--- src/rtl/bcg_pkg.sv ---
package bcg_pkg;
  // Map a programmed divide value onto an effective half-period length (0 acts as 1).
  function automatic logic [15:0] eff_div16(input logic [15:0] raw);
    return (raw == 16'd0) ? 16'd1 : raw;
  endfunction
endpackage

--- src/rtl/bcg_ref_sync.sv ---
module bcg_ref_sync #(
  parameter int STAGES = 2
) (
  input  logic clk,
  input  logic rst_n,
  input  logic async_in,
  output logic rise_pulse
);
  logic [STAGES-1:0] chain_q;
  logic              last_q;

  generate
    for (genvar i = 0; i < STAGES; i++) begin : g_stage
      if (i == 0) begin : g_first
        always_ff @(posedge clk or negedge rst_n) begin
          if (!rst_n) chain_q[0] <= 1'b0;
          else        chain_q[0] <= async_in;
        end
      end else begin : g_next
        always_ff @(posedge clk or negedge rst_n) begin
          if (!rst_n) chain_q[i] <= 1'b0;
          else        chain_q[i] <= chain_q[i-1];
        end
      end
    end
  endgenerate

  always_ff @(posedge clk or negedge rst_n) begin
    if (!rst_n) last_q <= 1'b0;
    else        last_q <= chain_q[STAGES-1];
  end

  assign rise_pulse = chain_q[STAGES-1] & ~last_q;
endmodule

--- src/rtl/bcg_half_timer.sv ---
module bcg_half_timer #(
  parameter int DIV_W = 4
) (
  input  logic             clk,
  input  logic             rst_n,
  input  logic             restart,
  input  logic             run,
  input  logic [DIV_W-1:0] half_len,
  output logic             half_end
);
  logic [DIV_W-1:0] cnt_q, cnt_d;

  assign half_end = run && !restart && (cnt_q == half_len - 1'b1);

  always_comb begin
    cnt_d = cnt_q;
    if (restart)       cnt_d = '0;
    else if (half_end) cnt_d = '0;
    else if (run)      cnt_d = cnt_q + 1'b1;
  end

  always_ff @(posedge clk or negedge rst_n) begin
    if (!rst_n) cnt_q <= '0;
    else        cnt_q <= cnt_d;
  end
endmodule

--- src/rtl/bcg_cycle_ctr.sv ---
module bcg_cycle_ctr #(
  parameter int CNT_W = 8
) (
  input  logic             clk,
  input  logic             rst_n,
  input  logic             restart,
  input  logic             period_end,
  input  logic [CNT_W-1:0] limit,
  output logic             active
);
  localparam int EXT_W = CNT_W + 1;

  logic [CNT_W-1:0] cyc_q, cyc_d;
  logic             act_q, act_d;
  logic [EXT_W-1:0] cyc_next;

  assign cyc_next = {1'b0, cyc_q} + 1'b1;

  always_comb begin
    cyc_d = cyc_q;
    act_d = act_q;
    if (restart) begin
      cyc_d = '0;
      act_d = 1'b1;
    end else if (act_q && period_end) begin
      if (cyc_next == {1'b0, limit}) begin
        cyc_d = '0;
        act_d = 1'b0;
      end else begin
        cyc_d = cyc_next[CNT_W-1:0];
      end
    end
  end

  always_ff @(posedge clk or negedge rst_n) begin
    if (!rst_n) begin
      cyc_q <= '0;
      act_q <= 1'b0;
    end else begin
      cyc_q <= cyc_d;
      act_q <= act_d;
    end
  end

  assign active = act_q;
endmodule

--- src/rtl/burst_clk_gate.sv ---
module burst_clk_gate #(
  parameter int CNT_W       = 8,
  parameter int DIV_W       = 4,
  parameter int SYNC_STAGES = 2
) (
  input  logic             clk_src,
  input  logic             rst_n,
  input  logic             ref_clk,
  input  logic [CNT_W-1:0] cfg_cycles,
  input  logic [DIV_W-1:0] cfg_div,
  output logic             emb_clk,
  output logic             busy
);
  import bcg_pkg::*;

  logic [1:0]       rst_pipe_q;
  logic             rst_n_int;
  logic             edge_pulse;
  logic             start_go;
  logic [CNT_W-1:0] cyc_lim_q;
  logic [DIV_W-1:0] div_q, div_eff;
  logic [15:0]      div_wide;
  logic             osc_q, osc_d;
  logic             half_end;
  logic             period_end;

  // Reset asserts asynchronously, releases on the source clock.
  always_ff @(posedge clk_src or negedge rst_n) begin
    if (!rst_n) rst_pipe_q <= 2'b00;
    else        rst_pipe_q <= {rst_pipe_q[0], 1'b1};
  end
  assign rst_n_int = rst_pipe_q[1];

  bcg_ref_sync #(.STAGES(SYNC_STAGES)) u_sync (
    .clk        (clk_src),
    .rst_n      (rst_n_int),
    .async_in   (ref_clk),
    .rise_pulse (edge_pulse)
  );

  assign start_go = edge_pulse && (cfg_cycles != '0);
  assign div_wide = eff_div16(16'(cfg_div));
  assign div_eff  = div_wide[DIV_W-1:0];

  // Settings captured at burst start only.
  always_ff @(posedge clk_src or negedge rst_n_int) begin
    if (!rst_n_int) begin
      cyc_lim_q <= '0;
      div_q     <= '0;
    end else if (start_go) begin
      cyc_lim_q <= cfg_cycles;
      div_q     <= div_eff;
    end
  end

  bcg_half_timer #(.DIV_W(DIV_W)) u_half (
    .clk      (clk_src),
    .rst_n    (rst_n_int),
    .restart  (start_go),
    .run      (busy),
    .half_len (div_q),
    .half_end (half_end)
  );

  assign period_end = half_end && !osc_q;

  always_comb begin
    osc_d = osc_q;
    if (start_go)      osc_d = 1'b1;
    else if (half_end) osc_d = ~osc_q;
  end

  always_ff @(posedge clk_src or negedge rst_n_int) begin
    if (!rst_n_int) osc_q <= 1'b0;
    else            osc_q <= osc_d;
  end

  bcg_cycle_ctr #(.CNT_W(CNT_W)) u_cyc (
    .clk        (clk_src),
    .rst_n      (rst_n_int),
    .restart    (start_go),
    .period_end (period_end),
    .limit      (cyc_lim_q),
    .active     (busy)
  );

  // NAND gating: low phase while oscillation is high and burst enabled.
  assign emb_clk = ~(busy & osc_q);
endmodule

--- config.mk ---
export PLATFORM = sky130hd
export DESIGN_NAME = burst_clk_gate
export DESIGN_NICKNAME = d
export VERILOG_FILES = /design/src/rtl/bcg_pkg.sv /design/src/rtl/bcg_ref_sync.sv /design/src/rtl/bcg_half_timer.sv /design/src/rtl/bcg_cycle_ctr.sv /design/src/rtl/burst_clk_gate.sv
export SDC_FILE = /design/constraint.sdc
export NUM_CORES = 1
export LEC_CHECK = 0
export BUFFER_PORTS_ARGS = -buffer_cell sky130_fd_sc_hd__buf_2
export CORE_MARGIN = 1
export CORE_UTILIZATION = 40
export DETAILED_ROUTE_END_ITERATION = 6
export SETUP_SLACK_MARGIN = 0.05
export SKIP_LAST_GASP = 1
export SLEW_MARGIN = 20
export SYNTH_ARGS = -nofsm -noshare
export SYNTH_HDL_FRONTEND = slang
export SYNTH_SLANG_ARGS = --single-unit
--- constraint.sdc ---
create_clock -name clk_src -period 1.08 [get_ports clk_src]
set_input_delay 0.162 -clock clk_src [delete_from_list [all_inputs] [get_ports clk_src]]
set_output_delay 0.162 -clock clk_src [all_outputs]
set_load 0.01 [all_outputs]
==> out/metrics.csv, run 1 <==
stage,metric,value,unit
timing,worst_slack,-0.922,ns
drt,drc,0,
clocking,clock-root-buffer,clkbuf_8,
synth,avgSynthCellArea,9.24,um^2
timing,finalSetupViolations,23,
drt,vias_per_cell,4.97,
global_routing,grt_pass1_wl,6.45,mm
drt,vias,1437,
final_layout,multiInputGateArea,987,um^2
timing,fmax,500,MHz
synth,ys_seq_area_share,46.7,%
synth,yosys_register_bits,31,
die,row_count,23,
pwr,swShare,32.1,%
clocking,cts_sinks,31,
critical_path,arrival,2.15,ns
final_layout,antenna_cells,0,
critical_path,cp.required,1.23,ns
synth,synthFlopType,dfrtp_1,
critical_path,crit_path_end_kind,register,
timing,rsz0062_at_grt,true,
final_layout,layout-drive-gt1-share,44.4,%
drt,drt_wl_total,3.81,mm
pwr,internal_power,0.00245,W
outcome,violations,negative setup slack,
synth,ys_types,31,
pwr,p_sw,0.00116,W
pwr,p_per_area,1490,nW/um^2
run,maxCapViolCount,0,
global_routing,grt_pass1_vias,1479,
final_layout,nNetsFinal,256,
pwr,ir_worst_vdd,0.901,mV
die,pin_count,17,
final_layout,final_area,2420,um^2
global_routing,grt_overflow,0,
final_layout,final_util,60.5,%
timing,hold_viol,0,
placed_design,gp_congestion,0.778,
placed_design,place_area,2110,um^2
timing,drv_slew,0,
timing,finalCritPeriodShare,185,%
outcome,status,"complete, but fails checks",
clocking,cts_tree,built,
synth,synth.area.top_cells,"dfrtp_1 47%, nand2_1 9.3%, xnor2_1 5.8%",
synth,synth_nets,198,
drt,drt-pass1-iter-count,4,
die,die_h,66.5,um
final_layout,layout.cells.non_filler,289,
drt,avgRoutedWirePerCell,13.2,um
critical_path,path_class,register to register,
drt,ant_nets,0,
clocking,cts_htree_levels,2,
hold_path,holdCritPathClass,primary input to register,
synth,synth.top_cell.area_share,46.7,%
die,start_util,41.6,%
synth,synthCells,180,
synth,async_flop_share,100,%
timing,fin_crit,2.00,ns
synth,yosys_warnings,0,
final_layout,area_delta_synth_final,45.6,%
critical_path,cp-start-kind,register,
die,die_area,4420,um^2
final_layout,ff_latch_area,776,um^2
pwr,p_comb_share,36.3,%
placed_design,placedCellCount,270,
global_routing,grt_use_total,19.4,%
die,coreArea,4000,um^2
global_routing,grt_start_max_net_pins,19,
placed_design,hpwl,2.78,mm
global_routing,grt_antenna_before_repair,0,
synth,synth_edf_count,0,
critical_path,cp_max_fo,6,
clocking,clock_path_buffers,2,
timing,skew,0.00586,ns
pwr,leakagePower,1.11,nW
clocking,cts.clk_slew.worst_paths,0.07,ns
clocking,clk_latency,0.27,ns
pwr,power.share.sequential,40.2,%
final_layout,fill_cells,327,
synth,synth_top_cell_by_area,dfrtp_1,
placed_design,portBuffers,16,
die,die_w,66.5,um
pwr,clkPwrFrac,23.6,%
synth,syn_area,1660,um^2
drt,first_iter_violations,39,
clocking,cts_made_buffers,5,
-- metrics by stage --
step | power (W) | TNS (ns) | worst slack [ns] | hold WS [ns]
floorplan | 0.00211 | -10.52 | -0.885 | -0.134
global placement | 0.00248 | -13.22 | -0.875 | -0.0528
detailed placement | 0.00253 | -13.66 | -0.905 | -0.0493
CTS | 0.00351 | -11.45 | -0.909 | 0.105
global route | 0.00381 | -13.46 | -0.986 | 0.119
finish | 0.00361 | -11.96 | -0.922 | 0.104
-- synthesized netlist by cell type, types with 2 or more instances --
cell and instances:
a31oi_1 2, and3_1 6, and3_4 2, buf_2 3, clkbuf_1 6, dfrtp_1 31, ha_1 3, inv_1 2
mux2i_1 3, nand2_1 41, nand3_1 7, nand3b_1 2, nand4_1 3, nor2_1 10, nor3_1 7, nor4_1 5
nor4_4 2, o21ai_0 14, o22ai_1 2, xnor2_1 11, xor2_1 8
-- logic make-up (layout without fill, tap and decap cells) --
family                     after synthesis  in the layout  share of synthesized area, %
AOI/OAI and AO/OA                       22             22                          7.67
xor gates and xnor gates                19             19                          10.0
adders and majority gates                3              3                          2.26
buffers and inverters                   12             71                          3.39
DFF                                     31             31                          46.7
muxes                                    3              3                          1.81
other                                    1              1                         0.226
and+or+nand+nor                         89             89                          28.0
-- power groups by stage --
| stage | combinational (W) | sequential [W] | clock, W |
|---|---|---|---|
| after floorplan | 0.000629 | 0.00148 | 0 |
| after global placement | 0.00103 | 0.00145 | 0 |
| after detailed placement | 0.00107 | 0.00146 | 0 |
| after CTS | 0.00119 | 0.00145 | 0.000869 |
| after global routing | 0.00142 | 0.00147 | 0.000915 |
| final | 0.00131 | 0.00145 | 0.000851 |
-- per-layer routing --
layer	routed length (um)	global-route usage, %	vias to the layer above
met5	0	0	-
li1	-	-	731
met2	1920	32.8	20
met1	1740	24.9	680
met3	96	3.25	6
met4	48	7.18	0
-- state kept, by name, summed over array words and instances, names as in the netlist, 2 cells and up --
name            cells
cyc_lim_q           8
u_cyc.cyc_q         8
u_sync.chain_q      2
u_half.cnt_q        4
div_q               4
rst_pipe_q          2
-- final timing paths --
check                                    from           endpoint  slack, ns  cells after the start
max in group asynchronous       rst_pipe_q[1]     u_cyc.cyc_q[3]       0.65                      1
worst max register to register       div_q[1]     u_cyc.cyc_q[3]      -0.92                      8
worst min register to register  rst_pipe_q[1]  u_sync.chain_q[1]       0.19                      1
worst min-delay path               cfg_div[1]           div_q[1]       0.10                      3
worst max-delay path                 div_q[1]     u_cyc.cyc_q[3]      -0.92                      8
min in group asynchronous       rst_pipe_q[1]  u_sync.chain_q[1]       0.19                      1
-- timing repair --
action	4_1_cts	5_1_grt
gates resized for setup	22	17
endpoints found under the hold margin	3	0
setup buffers	3	7
gates cloned	1	0
hold buffers	2	0
pin swaps	23	15
setup endpoints to repair	28	28
-- area by class of cell --
cell class | instances | area share (%)
multi-input cells | 137 | 40.8
flip-flops and latches | 31 | 32.0
repair buffers | 61 | 20.9
clock buffers | 7 | 3.15
well taps | 50 | 2.58
inverters | 2 | 0.310
clock inverters | 1 | 0.207
-- worst max-delay path: stages (launching register included) --
cell	delay [ns]
dfrtp_1	0.38
inv_2	0.07
ha_4	0.26
xor2_1	0.15
nand3_1	0.11
or3_4	0.43
nor4_4	0.25
buf_4	0.18
nor3_1	0.05
-- cells in the final DEF (no fill, tap or decap), types with 5 or more instances in the layout --
cell type,count
dfrtp_1,31
buf_4,33
nor2_1,6
o21ai_0,11
nand2_1,27
buf_6,9
nand3_1,6
xor2_1,8
buf_2,14
xnor2_1,8
clkbuf_8,5
nand2_2,13
nor3_1,7
Note: power is estimated with default switching activity, not from simulation.
==> run 2, diff against run 1 <==
ABC_AREA = 1   (was default)
==> run 2 against run 1 <==
Against the previous run: the flow still finishes with violations (negative setup slack); combinational power grew 7%; register-to-register slack improved by 0.39 ns; total power is 4.1% higher; via count rose by 12%; cell count up 17%; clock power is 2% higher; non-clock buffer count decreased by 8; critical path type unchanged; critical endpoint is now u_cyc.cyc_q[7]; largest cell class unchanged.
==> out/metrics.csv, run 2 <==
stage,metric,value,unit
global_routing,grt_start_max_net_pins,30,
die,coreArea,4090,um^2
drt,drt_wl_total,3.85,mm
placed_design,gp_congestion,0.794,
die,start_util,42.7,%
synth,yosys_warnings,0,
drt,avgRoutedWirePerCell,11.4,um
synth,synth_edf_count,0,
final_layout,antenna_cells,0,
critical_path,crit_path_end_kind,register,
global_routing,grt_overflow,0,
synth,ys_seq_area_share,44.5,%
clocking,cts_tree,built,
timing,fmax,622,MHz
synth,synth.area.mux_share,0,%
critical_path,path_cells,"ha_4, inv_1, nand2_1, nand2_1, nor2_1, nand2_1, nor2_2, nand2_2, nor2_4, nand2_4, nand3_1, nand2_1",
timing,whs,0.112,ns
synth,netlist_top_cells_count,"84 x nand2_1, 31 x dfrtp_1, 29 x inv_1",
drt,vias,1604,
global_routing,grt_antenna_before_repair,0,
drt,first_iter_violations,70,
global_routing,grt_pass1_vias,1516,
pwr,finalPower,0.00376,W
final_layout,reg_top3,"cyc_lim_q: 8 flops, u_cyc.cyc_q: 8 flops",
die,row_count,23,
pwr,ir_worst_vdd,1.32,mV
global_routing,grt_use_total,19.2,%
synth,synth-xor-area-share,3.52,%
timing,setup-tns-final,-6.38,ns
pwr,leakagePower,1.25,nW
timing,fin_crit,1.61,ns
critical_path,slowest_stage,dfrtp_2,
pwr,p_per_area,1560,nW/um^2
outcome,violations,negative setup slack,
synth,synthCells,229,
timing,skew,0.00695,ns
synth,synth_top_cell_by_area,dfrtp_1,
critical_path,cp_max_fo,8,
timing,rsz0062_at_grt,true,
clocking,cts_htree_levels,2,
synth,avgSynthCellArea,7.61,um^2
die,die_w,68.0,um
final_layout,layout.cells.non_filler,339,
outcome,status,"complete, but fails checks",
clocking,cts.clk_slew.worst_paths,0.07,ns
synth,synth.top_cell.area_share,44.5,%
synth,synth_compound_area_share,5.03,%
critical_path,path_class,register to register,
synth,synthFlopType,dfrtp_1,
synth,synth_top_family_by_area,simple AND/OR/NAND/NOR gates,
synth,synth.most_common_cell,nand2_1,
clocking,clock_path_buffers,2,
timing,finalSetupViolations,16,
clocking,clock-root-buffer,clkbuf_8,
die,die_h,68.0,um
drt,drc,0,
final_layout,final_util,59.1,%
synth,synth.area.top_cells,"dfrtp_1 45%, nand2_1 18%, nand3_1 6.3%",
critical_path,cp.required,1.25,ns
placed_design,placedCellCount,324,
synth,async_flop_share,100,%
synth,yosys.area_share.simple,37.1,%
timing,finalCritPeriodShare,149,%
final_layout,area_delta_synth_final,38.5,%
die,pin_count,17,
die,die_area,4630,um^2
final_layout,fill_cells,387,
critical_path,arrival,1.78,ns
synth,syn_area,1740,um^2
run,maxCapViolCount,0,
synth,ys_types,27,
critical_path,max_stage_delay,0.42,ns
clocking,cts_sinks,31,
synth,yosys_register_bits,31,
final_layout,final_common_cell,nand2_1,
timing,worst_slack,-0.527,ns
clocking,clk_latency,0.28,ns
synth,synthAdderAreaFrac,2.15,%
clocking,cts_made_buffers,5,
final_layout,layout-drive-gt1-share,36.7,%
timing,drv_slew,0,
placed_design,hpwl,2.79,mm
final_layout,final_cell_mix,"69 x nand2_1, 30 x dfrtp_1, 27 x buf_4",
drt,drt-pass1-iter-count,4,
final_layout,nNetsFinal,306,
hold_path,holdCritPathClass,primary input to register,
drt,ant_nets,0,
timing,hold_viol,0,
critical_path,cpMostUsedCell,nand2_1,
critical_path,cp-start-kind,register,
drt,vias_per_cell,4.73,
global_routing,grt_pass1_wl,6.42,mm
placed_design,portBuffers,16,
synth,synth_nets,247,
[run 2: cell count changes in the layout (fill, tap and decap cells not counted), moves of 5 or more]
cell	delta
nand3_1	+15
nor3_1	-7
nand2_1	+42
o21ai_1	+9
nor2_4	+6
xor2_1	-5
inv_1	+25
o21ai_0	-11
buf_4	-6
[run 2: through the flow]
| step | setup slack, ns | cell area, um^2 |
|---|---|---|
| floorplan | -0.472 | 1760 |
| global placement | -0.509 | 2140 |
| detailed placement | -0.549 | 2140 |
| CTS | -0.556 | 2280 |
| global route | -0.675 | 2410 |
| finish | -0.527 | 2410 |
[run 2: cells by family (layout without fill, tap and decap cells)]
family | count (synthesis) | after routing
AO/OA/AOI/OAI | 16 | 16
XOR/XNOR | 7 | 7
AND/OR/NAND/NOR | 137 | 138
buffers and inverters | 34 | 93
flip-flops | 31 | 31
other | 1 | 1
adder cells (fa/ha/maj) | 3 | 3
[run 2: power breakdown]
group | internal [W] | switching [W]
Sequential | 0.00134 | 0.000157
Combinational | 0.000679 | 0.000716
Clock | 0.000451 | 0.000413
Total | 0.00247 | 0.00129
[run 2: worst paths after layout]
| check | startpoint | endpoint | slack [ns] | cells past startpoint |
|---|---|---|---|---|
| worst max-delay path | u_cyc.cyc_q[0] | u_cyc.cyc_q[7] | -0.53 | 12 |
| worst min-delay path | cfg_cycles[7] | cyc_lim_q[7] | 0.11 | 3 |
| worst max register to register | u_cyc.cyc_q[0] | u_cyc.cyc_q[7] | -0.53 | 12 |
| worst min register to register | rst_pipe_q[1] | cyc_lim_q[7] | 0.21 | 1 |
| max in group asynchronous | rst_pipe_q[1] | u_cyc.cyc_q[0] | 0.70 | 1 |
| min in group asynchronous | rst_n | rst_pipe_q[1] | 0.21 | 2 |
[run 2: layout make-up]
class	count	area, um^2	share of cell area, %
Tap cell	50	62.6	2.59
Timing Repair Buffer	53	418	17.3
Clock inverter	1	5.00	0.207
Sequential cell	31	777	32.2
Inverter	32	128	5.29
Multi-Input combinational cell	165	947	39.2
Clock buffer	7	76.3	3.16
[run 2: layer usage]
| layer | vias up | wire length [um] | track usage [%] |
|---|---|---|---|
| met5 | - | 0 | 0 |
| met4 | 0 | 37 | 6.25 |
| met3 | 4 | 93 | 4.50 |
| met2 | 16 | 2070 | 34.7 |
| met1 | 747 | 1650 | 22.1 |
| li1 | 837 | - | - |
[run 2: repair_timing]
| item | 4_1_cts | 5_1_grt |
|---|---|---|
| gates resized for setup | 11 | 33 |
| buffers inserted | 2 | 2 |
| setup endpoints to repair | 21 | 28 |
| hold endpoints to repair | 3 | 0 |
| cloned | 0 | 1 |
| hold buffers | 2 | 0 |
| pin swaps | 4 | 13 |
[run 2: worst max-delay path: cells and delay by family (launching register included)]
family,cells,cell delay (ns)
flops,1,0.42
simple gates,10,0.76
buf+inv,1,0.04
fa+ha+maj,1,0.28
